**src/rtl/dma_eng_pkg.sv**
```systemverilog
package dma_eng_pkg;
  localparam int NUM_CH = 4;
  localparam int CH_W = $clog2(NUM_CH);

  typedef enum logic [1:0] {
    XFER_VERIFY = 2'b00,
    XFER_WRITE  = 2'b01,
    XFER_READ   = 2'b10,
    XFER_RSVD   = 2'b11
  } xferType_e;

  typedef enum logic [1:0] {
    SVC_DEMAND  = 2'b00,
    SVC_SINGLE  = 2'b01,
    SVC_BLOCK   = 2'b10,
    SVC_CASCADE = 2'b11
  } svcMode_e;

  typedef struct packed {
    xferType_e xferType;
    logic      autoInit;
    logic      addrDown;
    svcMode_e  svcMode;
  } chanMode_t;

  // control -> datapath strobes
  typedef struct packed {
    logic            fire;  // move one byte on channel ch this cycle
    logic [CH_W-1:0] ch;    // channel owning the engine
  } xferStrobe_t;
endpackage

```
**src/rtl/dma_eng_datapath.sv**
```systemverilog
module dma_eng_datapath
  import dma_eng_pkg::*;
#(
  parameter int ADDR_W = 16,
  parameter int PAGE_W = 4
) (
  input  logic                     clk,
  input  logic                     rstN,
  input  xferStrobe_t              strobe,
  input  logic                     cfgLoad,
  input  logic [CH_W-1:0]          cfgCh,
  input  logic [ADDR_W-1:0]        cfgBaseAddr,
  input  logic [ADDR_W-1:0]        cfgBaseCount,
  input  logic [PAGE_W-1:0]        cfgPage,
  input  chanMode_t                cfgMode,
  input  logic                     maskWe,
  input  logic [CH_W-1:0]          maskCh,
  input  logic                     maskVal,
  input  logic [CH_W-1:0]          rdCh,
  output logic [NUM_CH-1:0]        maskVec,
  output xferType_e                selType,
  output svcMode_e                 selSvc,
  output logic                     selTc,
  output logic [PAGE_W+ADDR_W-1:0] selPhys,
  output logic [ADDR_W-1:0]        rdAddr,
  output logic [ADDR_W-1:0]        rdCount
);
  localparam logic [ADDR_W-1:0] ONE = ADDR_W'(1);

  logic [ADDR_W-1:0] baseAddr [NUM_CH];
  logic [ADDR_W-1:0] baseCnt  [NUM_CH];
  logic [ADDR_W-1:0] curAddr  [NUM_CH];
  logic [ADDR_W-1:0] curCnt   [NUM_CH];
  logic [PAGE_W-1:0] pageReg  [NUM_CH];
  chanMode_t         modeReg  [NUM_CH];
  logic [NUM_CH-1:0] maskReg;

  always_ff @(posedge clk) begin
    if (!rstN) begin
      maskReg <= '1;
      for (int c = 0; c < NUM_CH; c++) begin
        baseAddr[c] <= '0;
        baseCnt[c]  <= '0;
        curAddr[c]  <= '0;
        curCnt[c]   <= '0;
        pageReg[c]  <= '0;
        modeReg[c]  <= '0;
      end
    end else begin
      for (int c = 0; c < NUM_CH; c++) begin
        if (cfgLoad && cfgCh == CH_W'(c)) begin
          baseAddr[c] <= cfgBaseAddr;
          baseCnt[c]  <= cfgBaseCount;
          curAddr[c]  <= cfgBaseAddr;
          curCnt[c]   <= cfgBaseCount;
          pageReg[c]  <= cfgPage;
          modeReg[c]  <= cfgMode;
        end else if (strobe.fire && strobe.ch == CH_W'(c)) begin
          if (curCnt[c] == '0 && modeReg[c].autoInit) begin
            curAddr[c] <= baseAddr[c];
            curCnt[c]  <= baseCnt[c];
          end else begin
            curCnt[c]  <= curCnt[c] - ONE;
            curAddr[c] <= modeReg[c].addrDown ? curAddr[c] - ONE : curAddr[c] + ONE;
          end
        end
        if (maskWe && maskCh == CH_W'(c))
          maskReg[c] <= maskVal;
        else if (strobe.fire && strobe.ch == CH_W'(c) && curCnt[c] == '0 && !modeReg[c].autoInit)
          maskReg[c] <= 1'b1;
      end
    end
  end

  assign maskVec = maskReg;
  assign selType = modeReg[strobe.ch].xferType;
  assign selSvc  = modeReg[strobe.ch].svcMode;
  assign selTc   = (curCnt[strobe.ch] == '0);
  assign selPhys = {pageReg[strobe.ch], curAddr[strobe.ch]};
  assign rdAddr  = curAddr[rdCh];
  assign rdCount = curCnt[rdCh];

  for (genvar g = 0; g < NUM_CH; g++) begin : gChk
    // terminal count in auto-initialize restores the base values
    assert_autoinit_reload_R6: assert property (@(posedge clk) disable iff (!rstN)
      (strobe.fire && strobe.ch == CH_W'(g) && curCnt[g] == '0 && modeReg[g].autoInit
        && !(cfgLoad && cfgCh == CH_W'(g)))
      |=> (curCnt[g] == baseCnt[g] && curAddr[g] == baseAddr[g]));

    // terminal count without auto-initialize self-masks and leaves all ones
    assert_tc_selfmask_R11: assert property (@(posedge clk) disable iff (!rstN)
      (strobe.fire && strobe.ch == CH_W'(g) && curCnt[g] == '0 && !modeReg[g].autoInit
        && !(cfgLoad && cfgCh == CH_W'(g)) && !(maskWe && maskCh == CH_W'(g)))
      |=> (maskReg[g] && curCnt[g] == '1));

    // an upward byte moves the address by exactly one
    assert_addr_up_R7: assert property (@(posedge clk) disable iff (!rstN)
      (strobe.fire && strobe.ch == CH_W'(g) && curCnt[g] != '0 && !modeReg[g].addrDown
        && !(cfgLoad && cfgCh == CH_W'(g)))
      |=> (curAddr[g] == $past(curAddr[g]) + ONE && $stable(pageReg[g])));
  end
endmodule

```
**src/rtl/dma_eng_control.sv**
```systemverilog
module dma_eng_control
  import dma_eng_pkg::*;
(
  input  logic              clk,
  input  logic              rstN,
  input  logic [NUM_CH-1:0] dreq,
  input  logic [NUM_CH-1:0] maskVec,
  input  xferType_e         selType,
  input  svcMode_e          selSvc,
  input  logic              selTc,
  output xferStrobe_t       strobe,
  output logic [NUM_CH-1:0] dack,
  output logic [NUM_CH-1:0] tcPulse,
  output logic              memWrite,
  output logic              memRead
);
  typedef enum logic {ST_IDLE, ST_XFER} state_e;

  state_e            state;
  logic [CH_W-1:0]   owner;
  logic [NUM_CH-1:0] pending;
  logic [CH_W-1:0]   pick;
  logic              found;
  logic              fire;
  logic              keepGoing;

  assign pending = dreq & ~maskVec;

  // fixed priority: lowest channel number wins
  always_comb begin
    pick  = '0;
    found = 1'b0;
    for (int i = NUM_CH - 1; i >= 0; i--) begin
      if (pending[i]) begin
        pick  = CH_W'(i);
        found = 1'b1;
      end
    end
  end

  assign fire = (state == ST_XFER) && !maskVec[owner];

  always_comb begin
    unique case (selSvc)
      SVC_BLOCK:  keepGoing = 1'b1;
      SVC_DEMAND: keepGoing = dreq[owner];
      default:    keepGoing = 1'b0;
    endcase
  end

  always_ff @(posedge clk) begin
    if (!rstN) begin
      state <= ST_IDLE;
      owner <= '0;
    end else if (state == ST_IDLE) begin
      if (found) begin
        state <= ST_XFER;
        owner <= pick;
      end
    end else if (!fire || selTc || !keepGoing) begin
      state <= ST_IDLE;
    end
  end

  always_comb begin
    dack    = '0;
    tcPulse = '0;
    if (fire) begin
      dack[owner]    = 1'b1;
      tcPulse[owner] = selTc;
    end
  end

  assign strobe.fire = fire;
  assign strobe.ch   = owner;
  assign memWrite    = fire && selType == XFER_WRITE;
  assign memRead     = fire && selType == XFER_READ;

  assert_dack_onehot_R10: assert property (@(posedge clk) disable iff (!rstN)
    $onehot0(dack));

  assert_priority_R10: assert property (@(posedge clk) disable iff (!rstN)
    (state == ST_IDLE && pending[0]) |=> (strobe.ch == '0));

  assert_no_masked_dack_R4: assert property (@(posedge clk) disable iff (!rstN)
    (|dack) |-> ((dack & maskVec) == '0));

  assert_single_gap_R9: assert property (@(posedge clk) disable iff (!rstN)
    ((|dack) && selSvc == SVC_SINGLE) |=> (dack == '0));

  assert_tc_ends_burst_R8: assert property (@(posedge clk) disable iff (!rstN)
    (|tcPulse) |=> (dack == '0));
endmodule

```
**src/rtl/dma_xfer_engine.sv**
```systemverilog
module dma_xfer_engine
  import dma_eng_pkg::*;
#(
  parameter int ADDR_W = 16,
  parameter int PAGE_W = 4
) (
  input  logic                     clk,
  input  logic                     rstN,
  input  logic                     cfgLoad,
  input  logic [CH_W-1:0]          cfgCh,
  input  logic [ADDR_W-1:0]        cfgBaseAddr,
  input  logic [ADDR_W-1:0]        cfgBaseCount,
  input  logic [PAGE_W-1:0]        cfgPage,
  input  logic [1:0]               cfgXferType,
  input  logic                     cfgAutoInit,
  input  logic                     cfgAddrDown,
  input  logic [1:0]               cfgSvcMode,
  input  logic                     maskWe,
  input  logic [CH_W-1:0]          maskCh,
  input  logic                     maskVal,
  input  logic [NUM_CH-1:0]        dreq,
  output logic [NUM_CH-1:0]        dack,
  output logic [NUM_CH-1:0]        tcPulse,
  output logic [PAGE_W+ADDR_W-1:0] physAddr,
  output logic                     memWrite,
  output logic                     memRead,
  input  logic [CH_W-1:0]          rdCh,
  output logic [ADDR_W-1:0]        rdAddr,
  output logic [ADDR_W-1:0]        rdCount,
  output logic [NUM_CH-1:0]        maskOut
);
  chanMode_t   cfgMode;
  xferStrobe_t strobe;
  xferType_e   selType;
  svcMode_e    selSvc;
  logic        selTc;

  assign cfgMode.xferType = xferType_e'(cfgXferType);
  assign cfgMode.autoInit = cfgAutoInit;
  assign cfgMode.addrDown = cfgAddrDown;
  assign cfgMode.svcMode  = svcMode_e'(cfgSvcMode);

  dma_eng_datapath #(.ADDR_W(ADDR_W), .PAGE_W(PAGE_W)) u_datapath (
    .clk(clk), .rstN(rstN), .strobe(strobe),
    .cfgLoad(cfgLoad), .cfgCh(cfgCh), .cfgBaseAddr(cfgBaseAddr),
    .cfgBaseCount(cfgBaseCount), .cfgPage(cfgPage), .cfgMode(cfgMode),
    .maskWe(maskWe), .maskCh(maskCh), .maskVal(maskVal), .rdCh(rdCh),
    .maskVec(maskOut), .selType(selType), .selSvc(selSvc), .selTc(selTc),
    .selPhys(physAddr), .rdAddr(rdAddr), .rdCount(rdCount)
  );

  dma_eng_control u_control (
    .clk(clk), .rstN(rstN), .dreq(dreq), .maskVec(maskOut),
    .selType(selType), .selSvc(selSvc), .selTc(selTc), .strobe(strobe),
    .dack(dack), .tcPulse(tcPulse), .memWrite(memWrite), .memRead(memRead)
  );
endmodule

```
**config.mk**
```make
export PLATFORM = sky130hd
export DESIGN_NAME = dma_xfer_engine
export DESIGN_NICKNAME = d
export VERILOG_FILES = /design/src/rtl/dma_eng_pkg.sv /design/src/rtl/dma_eng_datapath.sv /design/src/rtl/dma_eng_control.sv /design/src/rtl/dma_xfer_engine.sv
export SDC_FILE = /design/constraint.sdc
export NUM_CORES = 1
export LEC_CHECK = 0
export ABC_AREA = 1
export BUFFER_PORTS_ARGS = -buffer_cell sky130_fd_sc_hd__buf_2
export CAP_MARGIN = 10
export CORE_MARGIN = 4
export CORE_UTILIZATION = 35
export DETAILED_ROUTE_END_ITERATION = 16
export GPL_ROUTABILITY_DRIVEN = 0
export SLEW_MARGIN = 20
export SYNTH_ARGS = -nofsm -noshare
export SYNTH_HDL_FRONTEND = slang
export SYNTH_SLANG_ARGS = --single-unit
```
**constraint.sdc**
```tcl
create_clock -name clk -period 4.2 [get_ports clk]
set_input_delay 0.84 -clock clk [delete_from_list [all_inputs] [get_ports clk]]
set_output_delay 0.84 -clock clk [all_outputs]
set_load 0.1 [all_outputs]
```
==> impl_metrics.json, run 1 <==
{
  "status": "complete, no violations",
  "num_vias": 18500,
  "initialDrtViolationCount": 1969,
  "io_buffer_count": 122,
  "clk_path_buf_depth": 3,
  "coreArea_sq_mm": 0.0554,
  "die_w_microns": 245,
  "ant_nets": 0,
  "synthTopCellsByArea": "edfxtp_1 45%, nand2_1 12%, nor2_1 9.3%",
  "ys_ff_latch": 305,
  "die-area_sq_mm": 0.0602,
  "place_area_sq_mm": 0.0213,
  "dp_hpwl_microns": 52900,
  "die_y_microns": 245,
  "cap_violations": 0,
  "async_reset_ff_frac": 0,
  "ir_worst_vdd_uv": 244,
  "finalHoldViolations": 0,
  "clk_latency_ns": 0.54,
  "drc": 0,
  "antenna_cells": 0,
  "worst_setup_path_end_kind": "primary output",
  "power_density_mw_per_mm2": 373,
  "totalWireLength_microns": 68900,
  "synthesis.area_per_instance_sq_um": 7.66,
  "ys.flop_type": "edfxtp_1",
  "slew_viol_final": 0,
  "area_delta_synth_final_pct": 13.4,
  "pwr-share-comb": 0.204,
  "gr-usage-met3": 0.0418,
  "p_int_mw": 5.63,
  "synth_most_common_cell": "nand2_1",
  "syn_nets": 2697,
  "fin_total_pwr_mw": 8.35,
  "placementRows": 86,
  "slew_headroom": 0.311,
  "top_usage_layer": "met2",
  "period_share": 0.845,
  "n_fill_cell": 5690,
  "critical_path_class": "flip-flop to primary output",
  "viasPerCell": 5.35,
  "crit_arrival_ns": 2.71,
  "finalSetupViolations": 0,
  "post-cts-setup-buffers": 0,
  "tightest_slew_ns": 1.03,
  "crit_fanout": 5,
  "synth_top_area_frac": 0.451,
  "start_kind": "flip-flop",
  "crit_chain": "nor2_1 > nand2_1 > nor2_1 > nand3_1 > nand3_1 > nand2_1 > nor2_1 > buf_2",
  "max_stage_delay_ns": 0.51,
  "crit_slowest_cell": "edfxtp_1",
  "final_cells": 3449,
  "min_period_ns": 3.55,
  "path_common_cell": "nor2_1",
  "cts_root_buffer": "clkbuf_16",
  "synthTopCellsByCount": "645 x nand2_1, 491 x nor2_1, 300 x inv_1",
  "yosys.area.top_type": "edfxtp_1",
  "p_leak_nw": 10.2,
  "required_ns": 3.36,
  "fin_area_sq_mm": 0.0224,
  "grt_use_total": 0.222,
  "tns_ns": 0,
  "nets": 2802,
  "final_core_util": 0.403,
  "hold_buffers": 0,
  "cts-resized-gates": 0,
  "min_path_type": "flip-flop to flip-flop",
  "cts-buffers-inserted": 35,
  "cts_tree": "done",
  "synthCells": 2572,
  "clk_pin_slew_ns": 0.06,
  "met2_usage": 0.338,
  "drive_gt1_frac": 0.0863,
  "cts_max_level": 2,
  "antenna_found_initial": 0,
  "grtUsageMet1": 0.313,
  "synth_edf_count": 296,
  "holdWs_ns": 0.525,
  "clkPwrFrac": 0.347,
  "p_switching_mw": 2.72,
  "p_sw_frac": 0.326,
  "ys_warn_count": 0,
  "p_seq_frac": 0.450,
  "synth.distinct_cells": 45,
  "rsz0062_at_grt": "no",
  "grt_pass1_wl_microns": 104000,
  "drtPass1Iterations": 9,
  "gr-total-overflow": 0,
  "grt_pass1_vias": 17200,
  "finalWorstSetupSlack_ns": 0.652,
  "wl_per_cell_microns": 20.0,
  "fmax_mhz": 282,
  "ys_seq_area_frac": 0.460,
  "dpl.cell_count": 3388,
  "preCtsSetupSlack_ns": 0.849,
  "clock-sinks": 305,
  "clock_skew_ns": 0.0245,
  "ios": 123,
  "grt_start_max_net_pins": 51,
  "start_util": 0.356,
  "synthesis.area_sq_mm": 0.0197
}
## power groups by stage
stage               clock network, mW  registers, mW  logic (mW)
detailed placement                  0           3.81        1.67
floorplan                           0           3.72        1.22
global route                     3.05           3.76        1.84
CTS                              2.93           3.74        1.69
global placement                    0           3.81        1.66
finish                           2.89           3.75        1.70
## metal layers
layer	part of all wire	routed length (microns)
met5	0	0
met4	0.047	3270
met3	0.10	7100
met2	0.42	29100
met1	0.43	29400
## registers in the layout, summed over array words and instances, names as in the netlist, named ones only
name                 flops
u_control.owner          2
u_control.state          1
u_datapath.baseAddr     64
u_datapath.baseCnt      64
u_datapath.curAddr      64
u_datapath.curCnt       64
u_datapath.maskVec       4
u_datapath.modeReg      24
u_datapath.pageReg      16
## kinds of logic (layout without fill, tap and decap cells)
group	count (synthesis)	count (layout)	synth area share
fa+ha+maj	68	68	0.0447
buf+inv	390	519	0.0777
compound gates	323	323	0.0880
simple gates	1417	1417	0.299
flops	305	305	0.460
xor+xnor	69	69	0.0307
## worst paths after layout
kind | to | slack [ns] | start | depth (start not counted)
setup / recovery | tcPulse[0] | 0.65 | u_datapath.curCnt[1][7] | 8
hold / removal | u_datapath.curCnt[0][8] | 0.53 | u_datapath.baseCnt[0][8] | 2
setup reg to reg | u_datapath.curCnt[2][1] | 1.30 | u_control.owner[0] | 12
hold reg to reg | u_datapath.curCnt[0][8] | 0.53 | u_datapath.baseCnt[0][8] | 2
## area by class of cell
class	count	area, sq um	area share
Clock buffer	43	927	0.0415
Clock inverter	18	130	0.00582
Inverter	306	1150	0.0515
Multi-Input combinational cell	1877	9130	0.408
Sequential cell	305	9070	0.406
Tap cell	748	936	0.0419
Timing Repair Buffer	152	1020	0.0454
## cell usage in the layout (no fill, tap or decap), types with 12 or more instances in the layout
cell / instances
a21oi_1: 104
buf_12: 12
buf_2: 110
buf_4: 30
clkbuf_16: 36
edfxtp_1: 296
ha_1: 64
inv_1: 297
nand2_1: 642
nand3_1: 174
nand3b_1: 42
nand4_1: 17
nor2_1: 491
nor3_1: 18
o21ai_0: 130
o22ai_1: 61
xnor2_1: 25
xor2_1: 44
## worst max-delay path, delay by kind of cell, from the launching register on
family	cells	cell delay (ns)
and+or+nand+nor	7	1.20
DFF	1	0.51
buffers and inverters	1	0.44
Power figures use the tool's default switching activity.
==> inputs of run 2 (changes only) <==
--- a/config.mk
+++ b/config.mk
@@ -5,7 +5,7 @@
 export SDC_FILE = /design/constraint.sdc
 export NUM_CORES = 1
 export LEC_CHECK = 0
-export ABC_AREA = 1
+export ABC_AREA = 0
 export BUFFER_PORTS_ARGS = -buffer_cell sky130_fd_sc_hd__buf_2
 export CAP_MARGIN = 10
 export CORE_MARGIN = 4
==> constraint.sdc (replaced) <==
create_clock -name clk -period 3.6 [get_ports clk]
set_input_delay 0.72 -clock clk [delete_from_list [all_inputs] [get_ports clk]]
set_output_delay 0.72 -clock clk [all_outputs]
set_load 0.1 [all_outputs]
==> run 2 against run 1 <==
  * Sequential share of layout area grew 2.7 points
  * The run now ends with setup timing left
  * Area after synthesis shrank 9.2%
  * Setup slack lost 1.1 ns
==> impl_metrics.json, run 2 <==
{
  "cts_tree": "done",
  "reg2regPathDepth": 9,
  "initialDrtViolationCount": 968,
  "synthesis.area_per_instance_sq_um": 11.5,
  "finalWorstSetupSlack_ns": -0.431,
  "die_y_microns": 234,
  "cts-buffers-inserted": 37,
  "dpl.cell_count": 2350,
  "clk_latency_ns": 0.54,
  "drc": 0,
  "ys_ff_latch": 305,
  "place_area_sq_mm": 0.0197,
  "critical_path_class": "flip-flop to primary output",
  "ys_warn_count": 0,
  "crit_slowest_cell": "or4_4",
  "holdWs_ns": 0.428,
  "final_common_cell": "edfxtp_1",
  "synthCells": 1559,
  "cts_root_buffer": "clkbuf_16",
  "p_leak_nw": 8.27,
  "slew_viol_final": 0,
  "coreArea_sq_mm": 0.0504,
  "io_buffer_count": 122,
  "wl_per_cell_microns": 21.8,
  "rrSetupSlack_ns": 0.25,
  "ys_seq_area_frac": 0.506,
  "drive_gt1_frac": 0.193,
  "rsz0062_at_grt": "yes",
  "tightest_slew_ns": 0.946,
  "totalWireLength_microns": 52700,
  "startpoint": "u_datapath.curCnt[1][6]",
  "hold_path_startpoint": "rstN",
  "synth_most_common_cell": "edfxtp_1",
  "synth.distinct_cells": 67,
  "violations": "setup timing",
  "worst_setup_path_end_kind": "primary output",
  "die_w_microns": 234,
  "worstReg2RegEnd": "u_datapath.curAddr[2][5]",
  "hold_buffers": 0,
  "grt_start_max_net_pins": 45,
  "cap_violations": 0,
  "die-area_sq_mm": 0.0548,
  "cts_max_level": 2,
  "nets": 1847,
  "clock-sinks": 305,
  "clk_path_buf_depth": 3,
  "synth_top_area_frac": 0.496,
  "dp_hpwl_microns": 38400,
  "placementRows": 82,
  "regToRegStartpoint": "u_datapath.curCnt[2][8]",
  "gr-total-overflow": 0,
  "final_core_util": 0.416,
  "tns_ns": -1.70,
  "synth_edf_count": 296,
  "ios": 123,
  "clock_skew_ns": 0.0260,
  "antenna_found_initial": 2,
  "fin_area_sq_mm": 0.0209,
  "path_depth": 8,
  "synthTopCellsByCount": "296 x edfxtp_1, 168 x and2_1, 133 x nor2_1",
  "min_period_ns": 4.03,
  "drtPass1Iterations": 5,
  "grt_pass1_wl_microns": 79000,
  "cpLargestDelayFamily": "simple AND/OR/NAND/NOR gates",
  "start_util": 0.355,
  "area_delta_synth_final_pct": 17.0,
  "preCtsSetupSlack_ns": 0.0632,
  "required_ns": 2.88,
  "finalHoldViolations": 0,
  "start_kind": "flip-flop",
  "final_cells": 2422,
  "crit_arrival_ns": 3.31,
  "grt_use_total": 0.189,
  "num_vias": 13300,
  "period_share": 1.12,
  "syn_nets": 1684,
  "fmax_mhz": 248,
  "viasPerCell": 5.48,
  "clk_pin_slew_ns": 0.06,
  "status": "finished with violations",
  "finalSetupViolations": 4,
  "power_density_mw_per_mm2": 466,
  "n_fill_cell": 4786,
  "slew_headroom": 0.368,
  "crit_chain": "or4_4 > or3_4 > or3_4 > or4_4 > o211ai_4 > o21ai_4 > nor2_4 > buf_12",
  "ant_nets": 0,
  "max_stage_delay_ns": 0.55,
  "min_path_type": "input port to flip-flop",
  "fin_total_pwr_mw": 9.76,
  "crit_fanout": 5,
  "endpoint": "tcPulse[1]",
  "ir_worst_vdd_uv": 278,
  "synthTopCellsByArea": "edfxtp_1 50%, mux4_2 7.2%, and2_1 5.9%",
  "layout_common_cells": "296 x edfxtp_1, 168 x and2_1, 128 x a21oi_1, 126 x nor2_1, 118 x buf_2",
  "synthesis.area_sq_mm": 0.0179,
  "critPathBufInv": 1,
  "yosys.area.top_type": "edfxtp_1",
  "grt_pass1_vias": 13200,
  "async_reset_ff_frac": 0,
  "ys.flop_type": "edfxtp_1"
}
-- run 2: cell types whose count changed in the layout (fill, tap and decap cells not counted), sizes merged, moves of 35 or more --
| cell | change |
|---|---|
| buf | +35 |
| inv | -276 |
| nor2 | -368 |
| and2 | +163 |
| nand2 | -566 |
| o22ai | -60 |
| nand3b | -38 |
| o21bai | +68 |
| a21o | +55 |
| nand3 | -152 |
| mux4 | +57 |
| o21ai | -66 |
-- run 2: area by class of cell --
cell class | count | area, sq um | share of cell area
Antenna cell | 1 | 2.50 | 0.000119
Clock buffer | 47 | 1010 | 0.0480
Clock inverter | 19 | 149 | 0.00711
Inverter | 30 | 121 | 0.00579
Multi-Input combinational cell | 1161 | 8550 | 0.408
Sequential cell | 305 | 9070 | 0.433
Tap cell | 672 | 841 | 0.0401
Timing Repair Buffer | 187 | 1210 | 0.0577
-- run 2: how the worst min path moves through the flow --
stage / to / depth (start not counted) / slack [ns]
5_1_grt: u_datapath.maskVec[2] / 2 / 0.44
4_1_cts: u_datapath.maskVec[2] / 2 / 0.42
2_1_floorplan: u_datapath.curAddr[1][12] / 1 / 0.50
6_report: u_datapath.maskVec[2] / 2 / 0.43
3_5_place_dp: u_datapath.curAddr[0][12] / 2 / 0.53
3_3_place_gp: u_datapath.curAddr[1][12] / 1 / 0.52
-- run 2: power by group --
| part | total, mW | switching [mW] | internal (mW) | leakage [nW] |
|---|---|---|---|---|
| combinational | 1.78 | 1.19 | 0.585 | 4.65 |
| sequential | 4.32 | 0.174 | 4.15 | 3.05 |
| clock | 3.66 | 1.53 | 2.12 | 0.570 |
-- run 2: logic make-up (layout without fill, tap and decap cells) --
group | Yosys count | count (layout) | share of synthesized area
AND/OR/NAND/NOR | 519 | 519 | 0.151
AO/OA/AOI/OAI | 411 | 411 | 0.146
flip-flops | 305 | 305 | 0.506
XOR/XNOR | 96 | 96 | 0.0470
buffers and inverters | 93 | 283 | 0.0224
adder cells (fa/ha/maj) | 68 | 68 | 0.0492
multiplexers | 67 | 67 | 0.0773
other | 0 | 1 | 0
-- run 2: per-layer routing --
metal	GRT usage	wire [microns]	vias to the layer above	share of wire
li1	-	-	6206	-
met1	0.254	22700	6561	0.43
met2	0.319	25200	434	0.48
met3	0.0345	3690	70	0.070
met4	0.0449	1100	0	0.021
met5	0	0	-	0
-- run 2: what timing repair did --
item | 4_1_cts | 5_1_grt
gates cloned | 0 | 0
buffers inserted | 5 | 0
pin swaps | 4 | 2
endpoints found under the setup margin | 4 | 4
resized for setup | 2 | 1
